$ cat config.mk
export PLATFORM = sky130hd
export DESIGN_NAME = twi_reg_slave
export DESIGN_NICKNAME = d
export VERILOG_FILES = /design/src/rtl/twi_pkg.sv /design/src/rtl/twi_sync.sv /design/src/rtl/twi_regfile.sv /design/src/rtl/twi_reg_slave.sv
export SDC_FILE = /design/constraint.sdc
export NUM_CORES = 1
export LEC_CHECK = 0
export BUFFER_PORTS_ARGS = -buffer_cell sky130_fd_sc_hd__buf_2
export CORE_MARGIN = 1
export CORE_UTILIZATION = 57
export CTS_CLUSTER_SIZE = 24
export DETAILED_ROUTE_END_ITERATION = 6
export GPL_TIMING_DRIVEN = 0
export PLACE_DENSITY = 0.73
export SYNTH_ARGS = -nofsm -noshare
export SYNTH_HDL_FRONTEND = slang
export SYNTH_HIERARCHICAL = 1
export SYNTH_SLANG_ARGS = --single-unit
$ cat constraint.sdc
create_clock -name clk -period 2.2 [get_ports clk]
set_input_delay 0.22 -clock clk [delete_from_list [all_inputs] [get_ports clk]]
set_output_delay 0.22 -clock clk [all_outputs]
set_load 0.02 [all_outputs]
$ cat src/rtl/twi_pkg.sv
package twi_pkg;
  typedef enum logic [2:0] {
    M_IDLE,
    M_DEVADR,
    M_WRITE,
    M_READ,
    M_WAIT
  } twi_mode_e;

  typedef enum logic [1:0] {
    W_AHI,
    W_ALO,
    W_DHI,
    W_DLO
  } wr_step_e;

  // After the low data byte the sequence loops back to another data word.
  function automatic wr_step_e next_step(input wr_step_e s);
    unique case (s)
      W_AHI:   return W_ALO;
      W_ALO:   return W_DHI;
      W_DHI:   return W_DLO;
      default: return W_DHI;
    endcase
  endfunction
endpackage

$ cat src/rtl/twi_sync.sv
module twi_sync #(
  parameter int STAGES = 2
) (
  input  logic clk,
  input  logic rst_n,
  input  logic scl_in,
  input  logic sda_in,
  output logic scl_s,
  output logic sda_s,
  output logic scl_rise,
  output logic scl_fall,
  output logic start_det,
  output logic stop_det
);
  localparam int NL = 2;

  logic [NL-1:0] raw;
  logic [NL-1:0] last;
  logic [NL-1:0] dly;

  assign raw = {sda_in, scl_in};

  for (genvar l = 0; l < NL; l++) begin : g_line
    logic [STAGES-1:0] chain;
    always_ff @(posedge clk or negedge rst_n) begin
      if (!rst_n) chain <= '1;
      else        chain <= {chain[STAGES-2:0], raw[l]};
    end
    assign last[l] = chain[STAGES-1];
  end

  always_ff @(posedge clk or negedge rst_n) begin
    if (!rst_n) dly <= '1;
    else        dly <= last;
  end

  assign scl_s     = last[0];
  assign sda_s     = last[1];
  assign scl_rise  = last[0] & ~dly[0];
  assign scl_fall  = ~last[0] & dly[0];
  assign start_det = last[0] & dly[0] & dly[1] & ~last[1];
  assign stop_det  = last[0] & dly[0] & ~dly[1] & last[1];
endmodule

$ cat src/rtl/twi_regfile.sv
module twi_regfile #(
  parameter int DW    = 16,
  parameter int NREGS = 16
) (
  input  logic                     clk,
  input  logic                     rst_n,
  input  logic                     we,
  input  logic [$clog2(NREGS)-1:0] widx,
  input  logic [DW-1:0]            wdata,
  input  logic [$clog2(NREGS)-1:0] ridx,
  output logic [DW-1:0]            rdata
);
  localparam int IW = $clog2(NREGS);

  logic [DW-1:0] mem [NREGS];

  for (genvar r = 0; r < NREGS; r++) begin : g_word
    always_ff @(posedge clk or negedge rst_n) begin
      if (!rst_n)                    mem[r] <= '0;
      else if (we && widx == IW'(r)) mem[r] <= wdata;
    end
  end

  assign rdata = mem[ridx];
endmodule

$ cat src/rtl/twi_reg_slave.sv
module twi_reg_slave #(
  parameter logic [6:0] SLV_ADDR = 7'h3D,
  parameter int         AW       = 16,
  parameter int         DW       = 16,
  parameter int         NREGS    = 16,
  parameter int         STAGES   = 2
) (
  input  logic clk,
  input  logic rst_n,
  input  logic scl_i,
  input  logic sda_i,
  output logic sda_oe
);
  import twi_pkg::*;

  localparam int IDXW = $clog2(NREGS);
  localparam int CW   = 4;

  logic scl_s, sda_s, scl_rise, scl_fall, start_det, stop_det;

  twi_sync #(.STAGES(STAGES)) i_sync (
    .clk(clk), .rst_n(rst_n), .scl_in(scl_i), .sda_in(sda_i),
    .scl_s(scl_s), .sda_s(sda_s), .scl_rise(scl_rise), .scl_fall(scl_fall),
    .start_det(start_det), .stop_det(stop_det)
  );

  twi_mode_e      mode;
  wr_step_e       wr_idx;
  logic [CW-1:0]  bit_cnt;
  logic [7:0]     shreg;
  logic [7:0]     hold;
  logic [AW-1:0]  ptr;
  logic           rw;
  logic           tx_hi;
  logic           wr_en;
  logic [DW-1:0]  wr_word;
  logic [IDXW-1:0] wr_at;
  logic [DW-1:0]  rd_word;
  logic [7:0]     tx_byte;
  logic           active;

  twi_regfile #(.DW(DW), .NREGS(NREGS)) i_regs (
    .clk(clk), .rst_n(rst_n), .we(wr_en), .widx(wr_at), .wdata(wr_word),
    .ridx(ptr[IDXW:1]), .rdata(rd_word)
  );

  assign tx_byte = tx_hi ? rd_word[15:8] : rd_word[7:0];
  assign active  = (mode == M_DEVADR) || (mode == M_WRITE) || (mode == M_READ);

  always_ff @(posedge clk or negedge rst_n) begin
    if (!rst_n) begin
      mode    <= M_IDLE;
      wr_idx  <= W_AHI;
      bit_cnt <= '0;
      shreg   <= '0;
      hold    <= '0;
      ptr     <= '0;
      rw      <= 1'b0;
      tx_hi   <= 1'b1;
      sda_oe  <= 1'b0;
      wr_en   <= 1'b0;
      wr_word <= '0;
      wr_at   <= '0;
    end else begin
      wr_en <= 1'b0;
      if (start_det) begin
        mode    <= M_DEVADR;
        bit_cnt <= '0;
        sda_oe  <= 1'b0;
      end else if (stop_det) begin
        mode   <= M_IDLE;
        sda_oe <= 1'b0;
      end else if (active) begin
        if (scl_rise) begin
          bit_cnt <= bit_cnt + 1'b1;
          if (bit_cnt < CW'(8)) begin
            shreg <= {shreg[6:0], sda_s};
          end else if (mode == M_READ) begin
            // ninth clock of a sent byte: master acknowledge or not
            if (sda_s) begin
              mode <= M_WAIT;
            end else begin
              tx_hi <= ~tx_hi;
              if (!tx_hi) ptr <= ptr + AW'(2);
            end
          end
        end else if (scl_fall) begin
          if (bit_cnt == CW'(8)) begin
            unique case (mode)
              M_DEVADR: begin
                if (shreg[7:1] == SLV_ADDR) begin
                  sda_oe <= 1'b1;
                  rw     <= shreg[0];
                end else begin
                  mode   <= M_WAIT;
                  sda_oe <= 1'b0;
                end
              end
              M_WRITE: begin
                sda_oe <= 1'b1;
                wr_idx <= next_step(wr_idx);
                unique case (wr_idx)
                  W_AHI: ptr[AW-1:8] <= shreg[AW-9:0];
                  W_ALO: ptr[7:0]    <= shreg;
                  W_DHI: hold        <= shreg;
                  W_DLO: begin
                    wr_en   <= 1'b1;
                    wr_word <= {hold, shreg};
                    wr_at   <= ptr[IDXW:1];
                    ptr     <= ptr + AW'(2);
                  end
                endcase
              end
              default: sda_oe <= 1'b0;
            endcase
          end else if (bit_cnt == CW'(9)) begin
            bit_cnt <= '0;
            if (mode == M_DEVADR) begin
              mode   <= rw ? M_READ : M_WRITE;
              wr_idx <= W_AHI;
              tx_hi  <= 1'b1;
              sda_oe <= rw & ~rd_word[15];
            end else if (mode == M_READ) begin
              sda_oe <= ~tx_byte[7];
            end else begin
              sda_oe <= 1'b0;
            end
          end else if (mode == M_READ && bit_cnt != '0) begin
            sda_oe <= ~tx_byte[3'd7 - bit_cnt[2:0]];
          end
        end
      end
    end
  end
endmodule

==> impl_summary.log <==
[metrics] outcome: finished, violations left
[metrics] violations in the final reports: setup timing
[metrics] Detailed Routing Iterations Pass 1: 5
[metrics] initial standard-cell utilization of the core: about three fifths
[metrics] total number of vias: 8,305
[metrics] fraction of synthesis flops using an asynchronous set or reset pin: 100.0%
[metrics] Inserted Clock Buffers: 35
[metrics] number of setup violations in the final report: 29
[metrics] min Tclk post-route: 2.424 ns
[metrics] final-report hold violation count: 0
[metrics] routed length per instance: 22.14 um
[metrics] largest fanout on the critical path: 11
[metrics] Max-Cap Viols: 0
[metrics] number of library cell types mapped by synthesis: 54
[metrics] simple-gate portion of the synthesized area: 4.852%
[metrics] unrepaired setup endpoints after global routing: true
[metrics] sequential cell area fraction in the yosys report: 54.74%
[metrics] post-synthesis share of cell area spent on full adders, half adders and majority gates: 0.3472%
[metrics] maximum number of buffers from clock root to sink: 3
[metrics] number of standard cells after synthesis: 959
[metrics] number of flip-flops and latches in the synthesized netlist: 315
[metrics] leakage power: approximately 7.8 nW
[metrics] share of power burned in combinational logic: 5.6%
[metrics] area after detailed placement: 0.01493 sq mm
[metrics] GRT overflow: 0
[metrics] top flip-flop cell by instance count after synthesis: sky130_fd_sc_hd__dfrtp_1
[metrics] GR Util All Layers: 24.47%
[metrics] path type of the worst setup path: reg -> reg
[metrics] count of antenna-violating nets left after detailed routing: 0
[metrics] number of antenna violations at the first check in global routing: 0
[metrics] area leader, netlist: sky130_fd_sc_hd__dfrtp_1
[metrics] Die X-Extent: 161.0 um
[metrics] clock insertion delay at the later pin of the skew report: roughly 0.5 ns
[metrics] count of cells along the worst register-to-register path: 10
[metrics] Worst Path Required: 2.63 ns
[metrics] cell-internal power: 9.790 mW
[metrics] H-Tree Level Count: 2
[metrics] switching power total: 2.813 mW
[metrics] element type at the critical path end: flop
[metrics] multiplexer share of the synthesized area: between 30% and 40%
[metrics] Seq pwr share: 48.4%
[metrics] gp weighted congestion: just over 0.8
[metrics] full die area: 0.02593 sq mm
[metrics] first-pass GRT wire length: 49,070 um
[metrics] origin of the critical flop-to-flop path: ptr[1]$_DFFE_PN0P_
[metrics] startpoint type of the worst setup path: flop
[metrics] die boundary height: 161.0 um
[metrics] CTS clock-pin slew for the worst setup and hold paths: 0.06 ns
[metrics] maximum number of pins on one net before global-route repair: approximately 120
[metrics] Yosys warning total: 6
[metrics] number of nets at the end of the flow: around 1,000
[metrics] area growth from synthesis to final layout: 14.90%
[metrics] transition time of the tightest slew-check pin: 0.6131 ns
[metrics] final period utilization: 110.2%
[metrics] count of placed standard cells including taps: 1,289
[metrics] clock group share of total power: between 40% and 50%
[metrics] length of routed wiring on met1: approximately 14,000 um
[metrics] Top Metal Used: met4
[metrics] synthesized-area fraction occupied by ao, oa, aoi and oai cells: 3.437%
[metrics] parity-gate share of the synthesized area counting xor and xnor cells: less than 1%
[metrics] number of fillers in the final layout: 1,759
[metrics] via density per instance: roughly 6.1
[metrics] Power per Cell Area: 760.8 mW/mm^2
[metrics] slack of the critical path: -0.2240 ns
[metrics] DRC marker count from the first detailed-route iteration: 389
[metrics] post-route non-filler standard cell count: around 1,400
[metrics] largest family of logic cells by synthesized area: multiplexers
[metrics] sink count of the clock tree: roughly 320
[metrics] Detail Route met2 WL: 14,390 um
[metrics] switching portion of total power: approximately 22%
[metrics] Reg2Reg Setup Slack: -0.22 ns
[metrics] most common cell after layout, fill and taps aside: sky130_fd_sc_hd__dfrtp_1
[metrics] routed wire length: 30,260 um
[metrics] DRC violation count after routing: 0
[metrics] pre-CTS setup slack: -1.093 ns
[metrics] TritonCTS clock tree: built
[metrics] worst r2r dst: sda_oe$_DFFE_PN0P_
[metrics] cell area after synthesis: 0.01442 sq mm
[metrics] standard-cell row count: 57
[metrics] number of antenna repair diodes: 0
[metrics] critical path arrival: ~2.9 ns
[metrics] floorplan core area: 0.02453 sq mm
[metrics] number of buffer cells added on primary ports: 4
[metrics] total count of max-transition violations in the final report: 0
[metrics] ratio of cells with drive above 1 in the final layout: between 40 and 50%
[metrics] leading cell types in the layout, fill and taps excluded: sky130_fd_sc_hd__dfrtp_1 (305), sky130_fd_sc_hd__mux2_2 (243), sky130_fd_sc_hd__mux4_2 (64)
[metrics] area fraction of the dominant cell type after synthesis: 53.46%
[metrics] top area cells in the synthesized netlist: sky130_fd_sc_hd__dfrtp_1 (53%), sky130_fd_sc_hd__mux2_2 (19%), sky130_fd_sc_hd__mux4_2 (10%)
[metrics] Max IR drop VDD: approximately 0.85 mV
[metrics] fmax: slightly above 400 MHz
[metrics] synthesized area per cell: between 15 and 20 sq um
[metrics] met3 WL post-DR: 1287 um
[metrics] Detail Placement HPWL: approximately 21,000 um
[metrics] count of flip-flops with a built-in enable after synthesis: 0
[metrics] relative slew slack: 59.13%
[metrics] kind of path behind the tightest hold check: in -> async
[metrics] final setup TNS: -3.658 ns
[metrics] vias in the first global route: 8,614
[metrics] net count after synthesis: between 900 and 1,000
[metrics] master cell of the clock root buffer: sky130_fd_sc_hd__clkbuf_16
[metrics] final setup skew: 0.02052 ns
[metrics] finished layout cell area: 0.01656 sq mm
[metrics] boundary pin count: 5
power by group through the flow:
stage	Sequential, mW	Combinational, mW	Clock [mW]
after floorplan	6.12	0.448	0
after global placement	6.19	0.658	0
after detailed placement	6.19	0.691	0
after CTS	6.08	0.721	5.92
after global routing	6.12	0.794	6.15
final	6.11	0.708	5.79
timing repair:
item                                   4_1_cts  5_1_grt
gates resized for setup                     59       38
setup endpoints to repair                   50       79
hold buffers                                 3        0
buffers inserted                            10        9
endpoints found under the hold margin       77        0
cloned                                       1        1
pin swaps                                    7        8
synthesized netlist by cell type, types with 6 or more instances:
library cell	number
sky130_fd_sc_hd__o21ai_0	7
sky130_fd_sc_hd__nand3_1	11
sky130_fd_sc_hd__mux2_4	19
sky130_fd_sc_hd__inv_1	7
sky130_fd_sc_hd__clkbuf_1	31
sky130_fd_sc_hd__nand2b_1	6
sky130_fd_sc_hd__nor2_1	21
sky130_fd_sc_hd__a22oi_1	36
sky130_fd_sc_hd__mux2_1	30
sky130_fd_sc_hd__a21oi_1	11
sky130_fd_sc_hd__buf_2	29
sky130_fd_sc_hd__dfrtp_1	308
sky130_fd_sc_hd__mux4_2	64
sky130_fd_sc_hd__nor2b_1	9
sky130_fd_sc_hd__dfstp_2	7
sky130_fd_sc_hd__mux2_2	245
sky130_fd_sc_hd__nand2_1	36
sky130_fd_sc_hd__mux2i_1	10
worst max-delay path by stage:
stage / cells past startpoint / end / start / slack (ns)
2_1_floorplan: 8 / wr_at[0]$_DFFE_PN0P_ / i_sync/g_line[1].chain[1]$_DFF_PN1_ / -0.09
3_3_place_gp: 1 / bit_cnt[3]$_DFFE_PN0P_ / rst_n / -4.97
3_5_place_dp: 10 / sda_oe$_DFFE_PN0P_ / ptr[2]$_DFFE_PN0P_ / -1.09
4_1_cts: 9 / wr_word[7]$_DFFE_PN0P_ / i_sync/g_line[1].chain[1]$_DFF_PN1_ / -0.24
5_1_grt: 10 / sda_oe$_DFFE_PN0P_ / ptr[1]$_DFFE_PN0P_ / -0.29
6_report: 10 / sda_oe$_DFFE_PN0P_ / ptr[1]$_DFFE_PN0P_ / -0.22
per-layer routing:
metal  up-vias  GRT usage [%]
met5         -              0
met2       176          38.60
met1      4409          35.55
met4         0          7.118
met3        45          3.852
li1       3675              -
per-stage QoR:
step                utilization (%)  power (mW)  hold WS, ns
detailed placement            60.85       6.881       0.2272
global placement              60.59       6.845       0.3275
floorplan                         -       6.564     -0.07559
CTS                           66.89       12.73       0.3012
global route                  67.52       13.07       0.3293
finish                        67.52       12.60       0.2742
state kept, by name, summed over array words and instances (netlist names):
signal	cells
ptr	4
shreg	8
i_regs/mem	256
tx_hi	1
rw	1
wr_en	1
i_sync/dly	2
wr_idx	2
wr_word	16
hold	8
sda_oe	1
mode	3
bit_cnt	4
wr_at	4
i_sync/g_line.chain	4
worst max-delay path: stages, from the launching register on:
cell                      delay (ns)
sky130_fd_sc_hd__dfrtp_2        0.39
sky130_fd_sc_hd__buf_12         0.18
sky130_fd_sc_hd__buf_12         0.18
sky130_fd_sc_hd__mux4_2         0.53
sky130_fd_sc_hd__a22oi_1        0.26
sky130_fd_sc_hd__nand2_2        0.15
sky130_fd_sc_hd__mux2i_1        0.22
sky130_fd_sc_hd__a22oi_1        0.10
sky130_fd_sc_hd__nand4_1        0.11
sky130_fd_sc_hd__nand2_1        0.07
sky130_fd_sc_hd__o22ai_1        0.15
final cells by class:
class,instances,area [sq um],share of cell area (%)
sequential,315,7895,47.66
multi-input combinational,569,6350,38.33
clock buffer,52,1032,6.232
buffer,66,451.7,2.727
tap,324,405.4,2.447
timing repair buffer,27,282.8,1.707
clock inverter,7,121.4,0.7327
inverter,7,26.28,0.1586
cell families (layout without fill, tap and decap cells):
| family | after synthesis | count (layout) |
|---|---|---|
| AOI/OAI and AO/OA | 68 | 68 |
| DFF | 315 | 315 |
| adders and majority gates | 4 | 4 |
| xor gates and xnor gates | 1 | 1 |
| and+or+nand+nor | 128 | 128 |
| muxes | 368 | 368 |
| buffers and inverters | 75 | 159 |
No activity file was read; power rests on OpenSTA's default activity.
